`src/rtl/tmc_pkg.sv`:
```
// Shared types and helpers for the tagged memory controller.
// Assumes 64-bit words split into eight byte lanes.
package tmc_pkg;
    localparam int unsigned LANES     = 8;
    localparam int unsigned WORD_BITS = 64;
    localparam int unsigned OFF_W     = $clog2(LANES);

    typedef enum logic [1:0] {
        ACC_BYTE = 2'd0,
        ACC_HALF = 2'd1,
        ACC_WORD = 2'd2,
        ACC_CAP  = 2'd3
    } acc_kind_e;

    // Control state carried from the request cycle to the response cycle.
    typedef struct packed {
        logic            valid;
        logic            we;
        acc_kind_e       kind;
        logic [OFF_W-1:0] off;
        logic            err;
    } rsp_ctl_t;

    // Unshifted byte-lane mask covering the access size.
    function automatic logic [LANES-1:0] size_mask(acc_kind_e k);
        case (k)
            ACC_BYTE: return 8'h01;
            ACC_HALF: return 8'h03;
            ACC_WORD: return 8'h0F;
            default:  return 8'hFF;
        endcase
    endfunction

    // Right-aligned data mask covering the access size.
    function automatic logic [WORD_BITS-1:0] data_mask(acc_kind_e k);
        case (k)
            ACC_BYTE: return 64'h0000_0000_0000_00FF;
            ACC_HALF: return 64'h0000_0000_0000_FFFF;
            ACC_WORD: return 64'h0000_0000_FFFF_FFFF;
            default:  return '1;
        endcase
    endfunction

    // Natural alignment of the lane offset for the access size.
    function automatic logic is_aligned(acc_kind_e k, logic [OFF_W-1:0] off);
        case (k)
            ACC_BYTE: return 1'b1;
            ACC_HALF: return off[0] == 1'b0;
            ACC_WORD: return off[1:0] == 2'b00;
            default:  return off == '0;
        endcase
    endfunction
endpackage

```
`src/rtl/tmc_req_decode.sv`:
```
// Request decoder: checks alignment and produces byte enables, lane-shifted
// store data and tag-update controls for one accepted request.
// Assumes the caller qualifies `acc` with the handshake.
module tmc_req_decode
    import tmc_pkg::*;
#(
    parameter int unsigned IDX_W = 6,
    localparam int unsigned ADDR_W = IDX_W + OFF_W
) (
    input  logic                 acc,
    input  logic                 we,
    input  acc_kind_e            kind,
    input  logic [ADDR_W-1:0]    addr,
    input  logic [WORD_BITS-1:0] wdata,
    input  logic                 wtag,
    output logic [IDX_W-1:0]     idx,
    output logic [OFF_W-1:0]     off,
    output logic                 err,
    output logic                 ram_we,
    output logic                 ram_re,
    output logic [LANES-1:0]     ram_be,
    output logic [WORD_BITS-1:0] ram_wdata,
    output logic                 tag_we,
    output logic                 tag_wval
);
    assign idx = addr[ADDR_W-1:OFF_W];
    assign off = addr[OFF_W-1:0];

    // Decode one request into array controls.
    always_comb begin
        err       = acc && !is_aligned(kind, off);
        ram_we    = acc && !err && we;
        ram_re    = acc && !err && !we;
        ram_be    = size_mask(kind) << off;
        ram_wdata = wdata << {off, 3'b000};
        tag_we    = ram_we;
        tag_wval  = (kind == ACC_CAP) ? wtag : 1'b0;
    end
endmodule

```
`src/rtl/tmc_data_ram.sv`:
```
// Data array: DEPTH words of eight independent byte lanes with a registered
// read port. Not reset; contents are undefined until written.
module tmc_data_ram
    import tmc_pkg::*;
#(
    parameter int unsigned DEPTH = 64,
    localparam int unsigned IDX_W = $clog2(DEPTH)
) (
    input  logic                 clk,
    input  logic [IDX_W-1:0]     idx,
    input  logic                 we,
    input  logic                 re,
    input  logic [LANES-1:0]     be,
    input  logic [WORD_BITS-1:0] wdata,
    output logic [WORD_BITS-1:0] q
);
    for (genvar l = 0; l < LANES; l++) begin : g_lane
        logic [7:0] mem [DEPTH];
        logic [7:0] q_lane;

        // Write the lane when enabled, register the lane on a read.
        always_ff @(posedge clk) begin
            if (we && be[l]) mem[idx] <= wdata[l*8 +: 8];
            if (re)          q_lane   <= mem[idx];
        end

        assign q[l*8 +: 8] = q_lane;
    end
endmodule

```
`src/rtl/tmc_tag_array.sv`:
```
// Tag array: one bit per data word, held in flops so that reset clears every
// tag in a single cycle. Registered read port aligned with the data array.
module tmc_tag_array #(
    parameter int unsigned DEPTH = 64,
    localparam int unsigned IDX_W = $clog2(DEPTH)
) (
    input  logic             clk,
    input  logic             rst_n,
    input  logic [IDX_W-1:0] idx,
    input  logic             we,
    input  logic             wval,
    input  logic             re,
    output logic             q
);
    logic [DEPTH-1:0] tags;

    // Clear all tags on reset, otherwise update the addressed tag.
    always_ff @(posedge clk) begin
        if (!rst_n)  tags      <= '0;
        else if (we) tags[idx] <= wval;
    end

    // Register the addressed tag on a read.
    always_ff @(posedge clk) begin
        if (!rst_n)  q <= 1'b0;
        else if (re) q <= tags[idx];
    end
endmodule

```
`src/rtl/tmc_rsp_format.sv`:
```
// Response stage: remembers what the accepted request was and shapes the
// registered array outputs into the response one cycle later.
module tmc_rsp_format
    import tmc_pkg::*;
(
    input  logic                 clk,
    input  logic                 rst_n,
    input  rsp_ctl_t             ctl_in,
    input  logic [WORD_BITS-1:0] ram_q,
    input  logic                 tag_q,
    output logic                 rsp_valid,
    output logic                 rsp_err,
    output logic [WORD_BITS-1:0] rsp_rdata,
    output logic                 rsp_tag
);
    rsp_ctl_t ctl;

    // Capture the request controls for the response cycle.
    always_ff @(posedge clk) begin
        if (!rst_n) ctl <= '0;
        else        ctl <= ctl_in;
    end

    // Select lanes and gate data and tag by access kind and outcome.
    always_comb begin
        logic load_ok;
        load_ok   = ctl.valid && !ctl.err && !ctl.we;
        rsp_valid = ctl.valid;
        rsp_err   = ctl.valid && ctl.err;
        rsp_rdata = load_ok ? ((ram_q >> {ctl.off, 3'b000}) & data_mask(ctl.kind)) : '0;
        rsp_tag   = load_ok && (ctl.kind == ACC_CAP) && tag_q;
    end
endmodule

```
`src/rtl/tagged_mem_ctrl.sv`:
```
// Tagged memory controller top: one request port in front of a data array
// of 64-bit words and a one-bit-per-word tag array. Data stores clear the
// tag, capability stores write data and tag together, misaligned requests
// are rejected. Responses come one cycle after acceptance.
module tagged_mem_ctrl
    import tmc_pkg::*;
#(
    parameter int unsigned DEPTH = 64,
    localparam int unsigned IDX_W  = $clog2(DEPTH),
    localparam int unsigned ADDR_W = IDX_W + OFF_W
) (
    input  logic                 clk,
    input  logic                 rst_n,
    input  logic                 req_valid,
    output logic                 req_ready,
    input  logic                 req_we,
    input  logic [1:0]           req_kind,
    input  logic [ADDR_W-1:0]    req_addr,
    input  logic [WORD_BITS-1:0] req_wdata,
    input  logic                 req_wtag,
    output logic                 rsp_valid,
    output logic                 rsp_err,
    output logic [WORD_BITS-1:0] rsp_rdata,
    output logic                 rsp_tag
);
    logic                 acc;
    acc_kind_e            kind;
    logic [IDX_W-1:0]     idx;
    logic [OFF_W-1:0]     off;
    logic                 err;
    logic                 ram_we, ram_re, tag_we, tag_wval;
    logic [LANES-1:0]     ram_be;
    logic [WORD_BITS-1:0] ram_wdata, ram_q;
    logic                 tag_q;
    rsp_ctl_t             ctl_next;

    assign req_ready = rst_n;
    assign acc       = req_valid && req_ready;
    assign kind      = acc_kind_e'(req_kind);

    tmc_req_decode #(.IDX_W(IDX_W)) u_dec (
        .acc(acc), .we(req_we), .kind(kind), .addr(req_addr),
        .wdata(req_wdata), .wtag(req_wtag),
        .idx(idx), .off(off), .err(err),
        .ram_we(ram_we), .ram_re(ram_re), .ram_be(ram_be),
        .ram_wdata(ram_wdata), .tag_we(tag_we), .tag_wval(tag_wval)
    );

    tmc_data_ram #(.DEPTH(DEPTH)) u_data (
        .clk(clk), .idx(idx), .we(ram_we), .re(ram_re),
        .be(ram_be), .wdata(ram_wdata), .q(ram_q)
    );

    tmc_tag_array #(.DEPTH(DEPTH)) u_tag (
        .clk(clk), .rst_n(rst_n), .idx(idx), .we(tag_we),
        .wval(tag_wval), .re(ram_re), .q(tag_q)
    );

    // Bundle the request controls for the response stage.
    always_comb begin
        ctl_next.valid = acc;
        ctl_next.we    = req_we;
        ctl_next.kind  = kind;
        ctl_next.off   = off;
        ctl_next.err   = err;
    end

    tmc_rsp_format u_rsp (
        .clk(clk), .rst_n(rst_n), .ctl_in(ctl_next),
        .ram_q(ram_q), .tag_q(tag_q),
        .rsp_valid(rsp_valid), .rsp_err(rsp_err),
        .rsp_rdata(rsp_rdata), .rsp_tag(rsp_tag)
    );
endmodule

```
`config.mk`:
```
export PLATFORM = sky130hd
export DESIGN_NAME = tagged_mem_ctrl
export DESIGN_NICKNAME = d
export VERILOG_FILES = /design/src/rtl/tmc_pkg.sv /design/src/rtl/tmc_req_decode.sv /design/src/rtl/tmc_data_ram.sv /design/src/rtl/tmc_tag_array.sv /design/src/rtl/tmc_rsp_format.sv /design/src/rtl/tagged_mem_ctrl.sv
export SDC_FILE = /design/constraint.sdc
export NUM_CORES = 2
export LEC_CHECK = 0
export ABC_AREA = 1
export BUFFER_PORTS_ARGS = -buffer_cell sky130_fd_sc_hd__buf_2
export CAP_MARGIN = 20
export CORE_MARGIN = 8
export CORE_UTILIZATION = 25
export CTS_BUF_LIST = sky130_fd_sc_hd__clkbuf_2
export CTS_CLUSTER_DIAMETER = 30
export DETAILED_ROUTE_END_ITERATION = 10
export PLACE_DENSITY = 0.49
export SETUP_SLACK_MARGIN = 0.2
export SLEW_MARGIN = 20
export SYNTH_ARGS = -nofsm -noshare
export SYNTH_HDL_FRONTEND = slang
export SYNTH_SLANG_ARGS = --single-unit
export TNS_END_PERCENT = 50
```
`constraint.sdc`:
```
create_clock -name clk -period 10.4 [get_ports clk]
set_clock_uncertainty 0.15 [all_clocks]
set_input_delay 2.08 -clock clk [delete_from_list [all_inputs] [get_ports clk]]
set_output_delay 2.08 -clock clk [all_outputs]
set_load 0.02 [all_outputs]
```
; Yosys cells after proc, flatten, opt, wreduce, memory -nomap -nowiden
; Memories as Yosys holds them, arrays and structs flattened. A register that Yosys moved wholly into a read port is not among the register bits.
; Index checks and enable logic that the tools add are counted.
; W data, S select, Z words.
[op_classes]
n_lt_le_gt_ge = 2
n_eq_ne = 6
shifts = 3
mux = 26
bitwise_logic = 2
reduce_logical = 28
[op_table]
columns = op, n
row1 = $pmux W64 S3, 1
row2 = $and A64 B64 Y64, 1
row3 = $bwmux W64, 1
row4 = $mux W64, 1
row5 = $shl A64 B6 Y64, 1
row6 = $shr A64 B6 Y64, 1
row7 = $pmux W8 S3, 1
row8 = $logic_and A1 B1 Y1, 19
row9 = $mux W1, 19
row10 = $eq A2 B2 Y1 const B, 4
row11 = $shl A8 B3 Y8, 1
row12 = $lt A6 B7 Y1 const B, 1
row13 = $bmux W1 S6, 1
row14 = $demux W1 S6, 1
row15 = $ge A6 B1 Y1 const B, 1
row16 = $logic_not A2 Y1, 3
row17 = $logic_not A1 Y1, 5
row18 = $eq A2 B1 Y1 const B, 2
row19 = $logic_not A3 Y1, 1
row20 = $pmux W1 S3, 1
row21 = $not A1 Y1, 1
[word_totals]
reg_bits = 73
mem_bits_rw = 4096
out_inout_bits = 68
n_memories = 8
[memory_table]
columns = name, words, width, read_ports, rd_clocked_by_memory_dff, wr, line_no
row1 = u_data.g_lane[0].mem, 64, 8, 1, 1, 1, tmc_data_ram.sv:18  ; logic [7:0] mem [DEPTH];
row2 = u_data.g_lane[1].mem, 64, 8, 1, 1, 1, tmc_data_ram.sv:18
row3 = u_data.g_lane[2].mem, 64, 8, 1, 1, 1, tmc_data_ram.sv:18
row4 = u_data.g_lane[3].mem, 64, 8, 1, 1, 1, tmc_data_ram.sv:18
row5 = u_data.g_lane[4].mem, 64, 8, 1, 1, 1, tmc_data_ram.sv:18
row6 = u_data.g_lane[5].mem, 64, 8, 1, 1, 1, tmc_data_ram.sv:18
row7 = +2 memories, --, --, --, --, --, --

; Logic depth before layout (Yosys ltp)
[depth]
word_depth = 10
mapped_depth = 14
mapped_depth_nobuf = 11

; Modules after synthesis
; From an unflattened synthesis, not the netlist that was laid out.
[unflattened]
cells_unflattened = 18894
area_unflattened_um2 = 183105.6
[by_module_without_submodules]
columns = mod, instances, cells_each, area_per_inst_um2, seq_area_each_um2
row1 = tmc_data_ram, 1, 17368, 174976.6, 124919.8
row2 = tmc_tag_array, 1, 494, 3354.5, 1301.2
row3 = tmc_rsp_format, 1, 560, 2512.4, 160.2
row4 = tmc_req_decode, 1, 469, 2247.2, 0.0
row5 = tagged_mem_ctrl, 1, 3, 15.0, 0.0

; Worst setup path after synthesis
; No wires, ideal clock.
[synth_timing]
path_type = in2reg
start = input req_addr[0]
end = memory u_data.g_lane[7].mem[0][4], data pin
setup_time_ps = 702
arrival_ps = 5414
required_time_ps = 9548
slack_ps = 4135
cell_stages = 7
n_path_buf = 2
path_cell_list = buf_2 > inv_1 > clkbuf_1 > nand2_1 > o21ai_0 > o21ai_0 > o21ai_0
[synth_via]
elab_chain_cells = 1
[synth_lines]
columns = item, line_no
row1 = from (decl), tagged_mem_ctrl.sv:18  ; input logic [ADDR_W-1:0] req_addr,
row2 = $shl A64 B6 Y64, tmc_req_decode.sv:35  ; ram_wdata = wdata << {off, 3'b000};
row3 = via ram_wdata[60], tagged_mem_ctrl.sv:33  ; logic [WORD_BITS-1:0] ram_wdata, ram_q;
row4 = to (decl), tmc_data_ram.sv:18
; The timed path passes the listed nets, and every way through them passes these cells.

; Final worst setup path
[layout_timing]
start = register u_rsp.ctl[1] (netlist bit)
end = output rsp_rdata[4]
[layout_via]
elab_chain_cells = 3
[layout_lines]
columns = item, line_no
row1 = from (decl), tmc_rsp_format.sv:16  ; rsp_ctl_t ctl;
row2 = from (signal assigned), tmc_rsp_format.sv:21  ; else ctl <= ctl_in;
row3 = $shr A64 B6 Y64, tmc_rsp_format.sv:30  ; rsp_rdata = load_ok ? ((ram_q >> {ctl.off, 3'b000}) & data_mask(ctl.kind)) : '0;
row4 = $and A64 B64 Y64, tmc_rsp_format.sv:30
row5 = $mux W64, tmc_rsp_format.sv:30
row6 = to (decl), tagged_mem_ctrl.sv:23  ; output logic [WORD_BITS-1:0] rsp_rdata,
; Every way passes these cells.

==> Flow_metrics.wiki <==
{| class="wikitable"
! Metric !! Value
|-
| Cts repair resizes || 0
|-
| Sequential element share of the synthesized area || 74.4%
|-
| CP Max Fanout || 60
|-
| Fraction of final layout cells with drive strength greater than 1 || 14.2%
|-
| Sum of negative setup slack || 0 ps
|-
| Total number of clock tree sinks || 4233
|-
| Terminus of the critical flop-to-flop path || u_data.g_lane[7].q_lane[6]
|-
| Worst voltage drop across the vdd grid || 0.113 mV
|-
| Cell with the biggest individual delay on the critical path || sky130_fd_sc_hd__o31ai_1
|-
| Actual transition at the worst max-transition pin || 1230 ps
|-
| Final period demand of the worst path || 7550 ps
|-
| Synth Net Count || 14500
|-
| Half-perimeter wire length of the detailed placement result || 402000 um
|-
| Cell family contributing the most delay on the critical path || compound AO/OA/AOI/OAI gates
|-
| DRC violation total after the first TritonRoute iteration || 14800
|-
| Total number of placement rows || 302
|-
| Ratio of routed vias to standard cells || 4.73
|-
| Max-cap violation count || 0
|-
| Worst stage delay on the critical path || 820 ps
|-
| Clock-pin transition on the worst setup and hold timing paths || 90 ps
|-
| Synth Cell Area || 170000 um2
|-
| Source of the critical timing path || u_rsp.ctl[1]
|-
| Die Span Y || 840 um
|-
| Primary flip-flop cell chosen by synthesis mapping || sky130_fd_sc_hd__edfxtp_1
|-
| Total die area || 706000 um2
|-
| Number of stages on the worst setup path || 6
|-
| Inserted Clock Buffers || 1182
|-
| Area of the core || 677000 um2
|-
| Synthesized area divided by synthesized cell count || 11.8 um2
|-
| Slew headroom || 17.1%
|-
| Number of warnings issued by yosys || 0
|-
| Vias after detailed routing || 118000
|-
| EDFF count, synth || 4160
|-
| Number of global-route vias before repair || 114000
|-
| DRT antenna net count || 0
|-
| Path type of the worst setup path || flip-flop to output pin
|-
| Clock insertion delay at the later pin of the skew report || 2470 ps
|-
| Clock tree from TritonCTS || built
|-
| Fillcell total || 70500
|-
| Pwr per Cell Area || 172 nW/um2
|-
| X dimension of the die || 840 um
|-
| Worst reg-to-reg setup slack || 7620 ps
|-
| RSZ-0062 raised after global routing || no
|-
| Post-detailed-route DRC marker count || 0
|-
| CP Capture Point || rsp_rdata[4]
|-
| Net count, final || 15400
|-
| Critical Path, Cell by Cell || buf_4 -> nor2_1 -> o31ai_1 -> o21ai_0 -> a21oi_1 -> buf_2
|-
| Number of different library cells in the post-synthesis netlist || 38
|-
| Clk buf depth || 5
|-
| Fraction of the cycle the final worst path needs || 72.6%
|-
| Number of search-and-repair iterations in the first detailed-routing pass || 6
|-
| Global-route usage over all layers || 17.7%
|-
| Leakage power of the design || 0.0658 uW
|-
| Category of the worst setup path capture point || output pin
|-
| Pin count of the biggest net entering global routing || 149
|-
| I/O Pins || 148
|-
| Arrival time of data at the critical path endpoint || 5320 ps
|-
| Share of async-settable or async-resettable flops after synthesis || 0%
|-
| Detailed-route wire length per cell || 25.9 um
|-
| Post-CTS Repair Setup Buffers || 0
|-
| Required time reported for the critical path endpoint || 8170 ps
|-
| Hold Vio Cnt, Final || 0
|-
| Layout Area Growth over Synthesis || 12.9%
|-
| H-Tree Level Count || 7
|-
| First-pass GRT wire length || 882000 um
|-
| Buf+Inv Stages, Crit Path || 2
|-
| Routability Congestion || 0.870
|-
| Count of hold-fix buffers inserted at cts || 11
|-
| Seq cells post-synth || 4233
|-
| Startpoint types || flip-flop
|-
| Port Buffers || 147
|-
| Number of instances in the synthesized netlist || 14400
|-
| Number of cells on the worst reg-to-reg path || 6
|-
| Library cell used as clock root buffer || sky130_fd_sc_hd__clkbuf_2
|-
| Wire length after detailed routing || 648000 um
|-
| Initial antenna violation count || 64
|-
| Status || completed
|-
| Pwr Total || 32900 uW
|-
| HP Class || flip-flop to flip-flop
|-
| Final-report max-slew violation count || 0
|-
| Achievable frequency || 0.133 GHz
|-
| Initial core utilization || 25.1%
|-
| Final setup violation count || 0
|-
| Startpoint of the worst register-to-register path || u_data.g_lane[7].mem[49][6]
|-
| Total congestion overflow || 0
|}
-- logic make-up (layout without fill, tap and decap cells) --
family | Yosys count | count (layout) | share of synthesized area, %
other | 0 | 60 | 0
AND/OR/NAND/NOR | 7468 | 7468 | 17.4
AO/OA/AOI/OAI | 1619 | 1619 | 5.38
flip-flops | 4233 | 4233 | 74.4
buffers and inverters | 1089 | 2585 | 2.58
multiplexers | 40 | 40 | 0.236
-- state kept, by name, summed over array words and instances (netlist names) --
name,cells
u_tag.q,1
u_data.g_lane.mem,4096
u_rsp.ctl,7
u_tag.tags,64
u_data.g_lane.q_lane,64
u_rsp.rsp_valid,1
-- Yosys cell counts (all sizes together), types with 40 or more instances --
master / number / area, um2
nand2: 5791 / 21700
edfxtp: 4160 / 125000
nor2: 1043 / 3940
a21oi: 753 / 3770
clkbuf: 517 / 1940
o21ai: 449 / 2250
a22oi: 353 / 2650
inv: 312 / 1170
nand3: 260 / 1310
buf: 259 / 1260
nand3b: 172 / 1290
nand4: 126 / 788
dfxtp: 73 / 1460
or2: 60 / 375
mux2i: 40 / 400
-- worst min-delay path by stage --
stage / slack [ps] / start / end / cells after the start
finish: 320 / u_tag.tags[27] / u_tag.tags[27] / 2
global route: 160 / req_wdata[4] / u_data.g_lane[4].mem[53][4] / 3
CTS: 7 / req_addr[5] / u_data.g_lane[6].q_lane[7] / 7
detailed placement: 300 / u_tag.tags[63] / u_tag.tags[63] / 2
global placement: 300 / u_tag.tags[16] / u_tag.tags[16] / 2
floorplan: 290 / u_tag.tags[16] / u_tag.tags[16] / 2
-- layout make-up --
type                            instances  area (um2)  area share, %
Clock buffer                         1634        8180           4.27
Timing Repair Buffer                  422        3330           1.74
Tap cell                             8968       11200           5.85
Multi-Input combinational cell       9127       39900           20.8
Antenna cell                           60         150         0.0783
Inverter                              313        1210          0.630
Clock inverter                        216        1350          0.703
Sequential cell                      4233      126000           65.9
-- through the flow --
step / setup WS [ps] / cells / cell area, um2 / util, % / hold WS, ps
2_1_floorplan: 4130 / 14400 / 170000 / - / 286
3_3_place_gp: 2830 / 23000 / 182000 / 26.8 / 296
3_5_place_dp: 2670 / 23000 / 182000 / 26.9 / 300
4_1_cts: 2270 / 24900 / 192000 / 28.3 / 7.49
5_1_grt: 2600 / 24900 / 192000 / 28.3 / 156
6_report: 2850 / 25000 / 192000 / 28.3 / 317
-- per-layer routing --
layer  wire, um  global-route usage (%)  share of wire (%)  vias up
li1           -                       -                  -    52100
met1     269000                    23.4                 41    58800
met2     287000                    26.7                 44     6102
met3      67800                    5.37                 10     1031
met4      24400                    7.75                3.8       26
met5        211                       0              0.033        -
-- worst register-to-register path: stages, from the launching register on --
cell	delay, ps
sky130_fd_sc_hd__edfxtp_1	370
sky130_fd_sc_hd__nand2_1	70
sky130_fd_sc_hd__nand4_1	180
sky130_fd_sc_hd__o21ai_1	880
sky130_fd_sc_hd__nand2_1	120
sky130_fd_sc_hd__nor2_1	240
sky130_fd_sc_hd__nand2_1	80
-- power breakdown --
part	switching, uW	internal [uW]
combinational	2040	506
clock	6880	4600
sequential	20.8	18900
total	8940	24000
-- layout by cell type, fill, tap and decap left out, types with 8 or more instances in the layout --
master and instances:
sky130_fd_sc_hd__nand2_1 5787, sky130_fd_sc_hd__edfxtp_1 4160, sky130_fd_sc_hd__clkbuf_2 1634, sky130_fd_sc_hd__nor2_1 992, sky130_fd_sc_hd__a21oi_1 753, sky130_fd_sc_hd__a22oi_1 353
sky130_fd_sc_hd__inv_1 292, sky130_fd_sc_hd__o21ai_1 256, sky130_fd_sc_hd__nand3_1 255, sky130_fd_sc_hd__buf_4 227, sky130_fd_sc_hd__nand3b_1 172, sky130_fd_sc_hd__o21ai_0 172
sky130_fd_sc_hd__buf_2 143, sky130_fd_sc_hd__clkinv_1 137, sky130_fd_sc_hd__nand4_1 126, sky130_fd_sc_hd__dfxtp_1 70, sky130_fd_sc_hd__diode_2 60, sky130_fd_sc_hd__clkinv_2 50
sky130_fd_sc_hd__or2_1 48, sky130_fd_sc_hd__nor2_4 40, sky130_fd_sc_hd__mux2i_1 32, sky130_fd_sc_hd__buf_12 29, sky130_fd_sc_hd__inv_2 26, sky130_fd_sc_hd__o21ai_4 20
sky130_fd_sc_hd__bufinv_16 18, sky130_fd_sc_hd__a211oi_1 17, sky130_fd_sc_hd__o211ai_1 15, sky130_fd_sc_hd__nor2_2 11, sky130_fd_sc_hd__o21a_1 11, sky130_fd_sc_hd__or2_2 11
sky130_fd_sc_hd__dlygate4sd3_1 11, sky130_fd_sc_hd__o31ai_1 8, sky130_fd_sc_hd__mux2i_4 8
Note: power is estimated with default switching activity, not from simulation.
